**config.mk**
```make
export PLATFORM = sky130hd
export DESIGN_NAME = branch_cond_eval
export DESIGN_NICKNAME = d
export VERILOG_FILES = /design/src/rtl/branch_cond_eval.sv
export SDC_FILE = /design/constraint.sdc
export NUM_CORES = 1
export LEC_CHECK = 0
export ABC_AREA = 1
export BUFFER_PORTS_ARGS = -buffer_cell sky130_fd_sc_hd__buf_4
export CORE_MARGIN = 1.5
export CORE_UTILIZATION = 44
export DETAILED_ROUTE_END_ITERATION = 8
export PLACE_DENSITY = 0.89
export SLEW_MARGIN = 20
export SYNTH_ARGS = -nofsm -noshare
export SYNTH_HDL_FRONTEND = slang
export SYNTH_SLANG_ARGS = --single-unit
```
**constraint.sdc**
```tcl
create_clock -name vclk -period 1.45
set_input_delay 0.2175 -clock vclk [all_inputs]
set_output_delay 0.2175 -clock vclk [all_outputs]
set_load 0.02 [all_outputs]
```
**src/rtl/branch_cond_eval.sv**
```systemverilog
module branch_cond_eval #(
  parameter int CX_W = 16
) (
  input  logic [4:0]      cond_sel,
  input  logic            cf,
  input  logic            zf,
  input  logic            sf,
  input  logic            of,
  input  logic            pf,
  input  logic [CX_W-1:0] cx,
  output logic            take,
  output logic [CX_W-1:0] cx_next,
  output logic            cx_we
);
  localparam logic [4:0] SEL_CXZ    = 5'd16;
  localparam logic [4:0] SEL_LOOP   = 5'd17;
  localparam logic [4:0] SEL_LOOPE  = 5'd18;
  localparam logic [4:0] SEL_LOOPNE = 5'd19;
  localparam logic [CX_W-1:0] CX_ONE = CX_W'(1);

  logic            base_hit;
  logic            flag_hit;
  logic            is_flag;
  logic            is_loop;
  logic            loop_hit;
  logic [CX_W-1:0] cx_dec;
  logic            lt_signed;

  assign lt_signed = sf ^ of;
  assign cx_dec    = cx - CX_ONE;
  assign is_flag   = ~cond_sel[4];
  assign is_loop   = (cond_sel == SEL_LOOP) || (cond_sel == SEL_LOOPE) ||
                     (cond_sel == SEL_LOOPNE);

  always_comb begin
    case (cond_sel[3:1])
      3'd0:    base_hit = of;
      3'd1:    base_hit = cf;
      3'd2:    base_hit = zf;
      3'd3:    base_hit = cf | zf;
      3'd4:    base_hit = sf;
      3'd5:    base_hit = pf;
      3'd6:    base_hit = lt_signed;
      default: base_hit = lt_signed | zf;
    endcase
  end

  assign flag_hit = base_hit ^ cond_sel[0];

  always_comb begin
    case (cond_sel)
      SEL_LOOP:   loop_hit = |cx_dec;
      SEL_LOOPE:  loop_hit = (|cx_dec) & zf;
      SEL_LOOPNE: loop_hit = (|cx_dec) & ~zf;
      default:    loop_hit = 1'b0;
    endcase
  end

  assign take    = is_flag ? flag_hit :
                   (cond_sel == SEL_CXZ) ? ~(|cx) : loop_hit;
  assign cx_we   = is_loop;
  assign cx_next = is_loop ? cx_dec : cx;
endmodule


```
==> metrics, run 1 <==
Port Buffer Count=44; Cell variety after synth=21; Die X=46.3 microns; stop err=[ERROR DPL-0038] Utilization greater than 100%, impossible to legalize; sequential-to-total area share from yosys stat=0; status=did not finish; chip height=46.3 microns; # rows=15; Syn Inst Count=172; Placer Congestion=0.863; YS warnings=0; last worst endpoint in the global-route repair_timing=take; Fail Step=global routing (5_1_grt); Syn Nets=200; Setup Slack @ Placement=-466 ps; Initial Util=0.473; Avg Synthesized Cell Area=4.80 sq um; Post-Place Cells=274; DP Wirelength=2850 microns; largest net degree at the start of global routing=11; IO Pins=44; type of pin the worst path ends at=output port; Post-Syn Area=826 sq um
[cell families after synthesis]
logic type                 Yosys count  share of synthesized area
muxes                                1                     0.0136
buffers and inverters               25                      0.118
AOI/OAI and AO/OA                   21                      0.135
adders and majority gates            2                     0.0303
xor gates and xnor gates             5                     0.0530
and+or+nand+nor                    118                      0.650
[Yosys cell counts (all sizes together)]
library cell | n | area, sq um
inv | 22 | 82.6
nor2 | 42 | 185
a21oi | 5 | 25.0
xnor2 | 1 | 8.76
ha | 2 | 25.0
nor4 | 1 | 6.26
mux2 | 1 | 11.3
o21ai | 11 | 55.1
nand3 | 17 | 103
a31oi | 5 | 31.3
nand4 | 3 | 18.8
nand3b | 1 | 7.51
buf | 3 | 15.0
nor3 | 1 | 10.0
xor2 | 4 | 35.0
nand2 | 53 | 206
[repair_timing]
item                       4_1_cts
hold endpoints to repair         0
pin swaps                       10
hold buffers                     0
gates cloned                     1
gates resized for setup         16
setup buffers                    7
setup endpoints to repair       18
[per-stage QoR]
| stage | utilization | hold WS (ps) | area (sq um) | setup TNS, ps |
|---|---|---|---|---|
| floorplan | - | 563 | 867 | -68.0 |
| global placement | 0.857 | 805 | 1500 | -1790 |
| detailed placement | 0.857 | 821 | 1500 | -3380 |
| CTS | 0.937 | 801 | 1640 | -3170 |
==> run 2, diff against run 1 <==
--- a/config.mk
+++ b/config.mk
@@ -7,10 +7,10 @@
 export LEC_CHECK = 0
 export ABC_AREA = 1
 export BUFFER_PORTS_ARGS = -buffer_cell sky130_fd_sc_hd__buf_4
-export CORE_MARGIN = 1.5
-export CORE_UTILIZATION = 44
+export CORE_AREA = 2 2 63 65
 export DETAILED_ROUTE_END_ITERATION = 8
-export PLACE_DENSITY = 0.89
+export DIE_AREA = 0 0 65 67
+export PLACE_DENSITY_LB_ADDON = 0.15
 export SLEW_MARGIN = 20
 export SYNTH_ARGS = -nofsm -noshare
 export SYNTH_HDL_FRONTEND = slang
==> constraint.sdc (replaced) <==
create_clock -name vclk -period 1.9
set_input_delay 0.285 -clock vclk [all_inputs]
set_output_delay 0.285 -clock vclk [all_outputs]
set_load 0.02 [all_outputs]
==> run 2 against run 1 <==
  * The flow now finishes without violations
  * Area after synthesis is the same
  * Synthesized cell count is the same
==> metrics, run 2 <==
status=finished, final reports clean; Clock Buffer Count=0; internal power=0.000150 W; Yosys top cell area share=0.236 (unchanged); first-pass GRT wire length=4280 microns; worst vdd ir=0.102 mV; Detailed Routing Iterations Pass 1=4; Port Buffer Count=44 (unchanged); Core Box Area=0.00361 sq mm; routed len/inst=9.37 microns; register area=0 sq um; grt total ovfl=0; Critical-path top delay cell=nor2_4; actual slew at the worst max-slew pin=322 ps; Avg Synthesized Cell Area=4.80 sq um (unchanged); hold path depth=4; Post-route DRC=0; leakage power=0.730 nW; most used cell, CP=nand2_1; crit path DAT=1590 ps; final setup violation count=0; Worst Path Class, Setup=input port to output pin; setup_tns=0 ps; Cell variety after synth=21 (unchanged); layout cells sized above 1=0.355; Setup Slack @ Placement=-126 ps (+340 ps); diode count=0; RSZ-0062 raised after global routing=yes; clock share of power=0; Final Cycle Share=0.989; hold crit path type=input port to output pin; Post-Syn Area=826 sq um (unchanged); chip height=67 microns (+45%); nets@finish=264; crit end category=output pin; Synth area leaders=nand2_1 24%, nor2_1 17%, inv_1 10%, nand3_1 9.1%, o21ai_0 6.7%; sequential-to-total area share from yosys stat=0 (unchanged); Combinational Power Share=1.000; # rows=22 (+7); Syn Inst Count=172 (unchanged); die area=0.00436 sq mm; hold_ws=959 ps; commonest non-fill, non-tap cell in the layout=buf_4; Placer Congestion=0.811 (-6.0%); IO Pins=44 (unchanged); top-count cell post-synth=nand2_1; Pwr Density=217 mW/mm^2; highest-count cells in the layout ignoring fill and taps=61 x buf_4, 51 x nand2_1, 34 x nor2_1; Max transition margin=0.784; f_max=532 MHz; DP Wirelength=2260 microns (-21%); critical path's top delay family=simple AND/OR/NAND/NOR gates; final-report hold violation count=0; leading area contributor after synthesis=nand2_1; post-route ant nets=0; Reg power frac=0; critical path depth=15; Worst Setup Slack, final=20.9 ps; CP Buf/Inv Count=3; Die X=65 microns (+40%); initial antenna violation count=0; drt total wl=2640 microns; Initial Util=0.229 (-0.244); routed via count=1208; sw power=0.000163 W; Syn Nets=200 (unchanged); overall routing resource usage=0.119; YS warnings=0 (unchanged); Slew Limit Fails=0; vias per cell=4.28; minimum clock period=1880 ps; max incr delay on CP=160 ps; seq_cells=0; Layout area overhead=74.1%; max cap viols=0; CP cell instances=buf_8 -> inv_4 -> ha_4 -> nand3_4 -> nor2_4 -> nand2_1 -> nand2_1 -> nand2_1 -> nor2_1 -> nand2_1 -> nor2_1 -> nand2_1 -> nand2_1 -> nand3_2 -> buf_6; CP required=1620 ps; final core utilization=0.399; commonest cells in the netlist=52 x nand2_1, 37 x nor2_1, 22 x inv_1; Setup crit start kind=input port; worst-path fanout max=5; switching fraction of total power=0.521; largest net degree at the start of global routing=21; vias in the first global route=1051; drt first-iter violations=29
## run 2: cell counts after synthesis
No cell type changed its count.
## run 2: what timing repair did
action,CTS,global route
hold buffers,0,0
pin swaps,7,8
setup buffers,0,3
endpoints found under the setup margin,1,10
resized for setup,10,9
cloned,0,0
## run 2: area by class of cell
type	instances	area, sq um
multi-input cells	147	768
inverters	22	90.1
repair buffers	65	519
fillers	420	2170
well taps	48	60.1
## run 2: power by group through the flow
stage / Combinational [W] / Sequential, W / Clock [W]
2_1_floorplan: 0.000141 / 0 / 0
4_1_cts: 0.000306 / 0 / 0
3_3_place_gp: 0.000298 / 0 / 0
5_1_grt: 0.000344 / 0 / 0
6_report: 0.000313 / 0 / 0
3_5_place_dp: 0.000296 / 0 / 0
## run 2: kinds of logic after synthesis
logic type,after synthesis,synth area share
simple gates,118,0.650
buf+inv,25,0.118
compound gates,21,0.135
xor+xnor,5,0.0530
fa+ha+maj,2,0.0303
mux,1,0.0136
## run 2: final timing paths
path	startpoint	endpoint	slack (ps)
hold / removal	cx[1]	cx_next[1]	960
setup / recovery	cx[1]	take	20
## run 2: through the flow
stage	cells	cell area [sq um]	total power [W]
after global placement	279	1350	0.000298
after CTS	279	1380	0.000306
after global routing	282	1440	0.000344
after floorplan	172	826	0.000141
final	282	1440	0.000313
after detailed placement	279	1350	0.000296
## run 2: routing by layer
metal | global-route usage | up-vias | part of all wire
li1 | - | 676 | -
met1 | 0.155 | 512 | 0.47
met2 | 0.231 | 20 | 0.49
met3 | 0.00338 | 0 | 0.036
met4 | 0 | 0 | 0
met5 | 0 | - | 0
(Power assumes the default switching activity.)
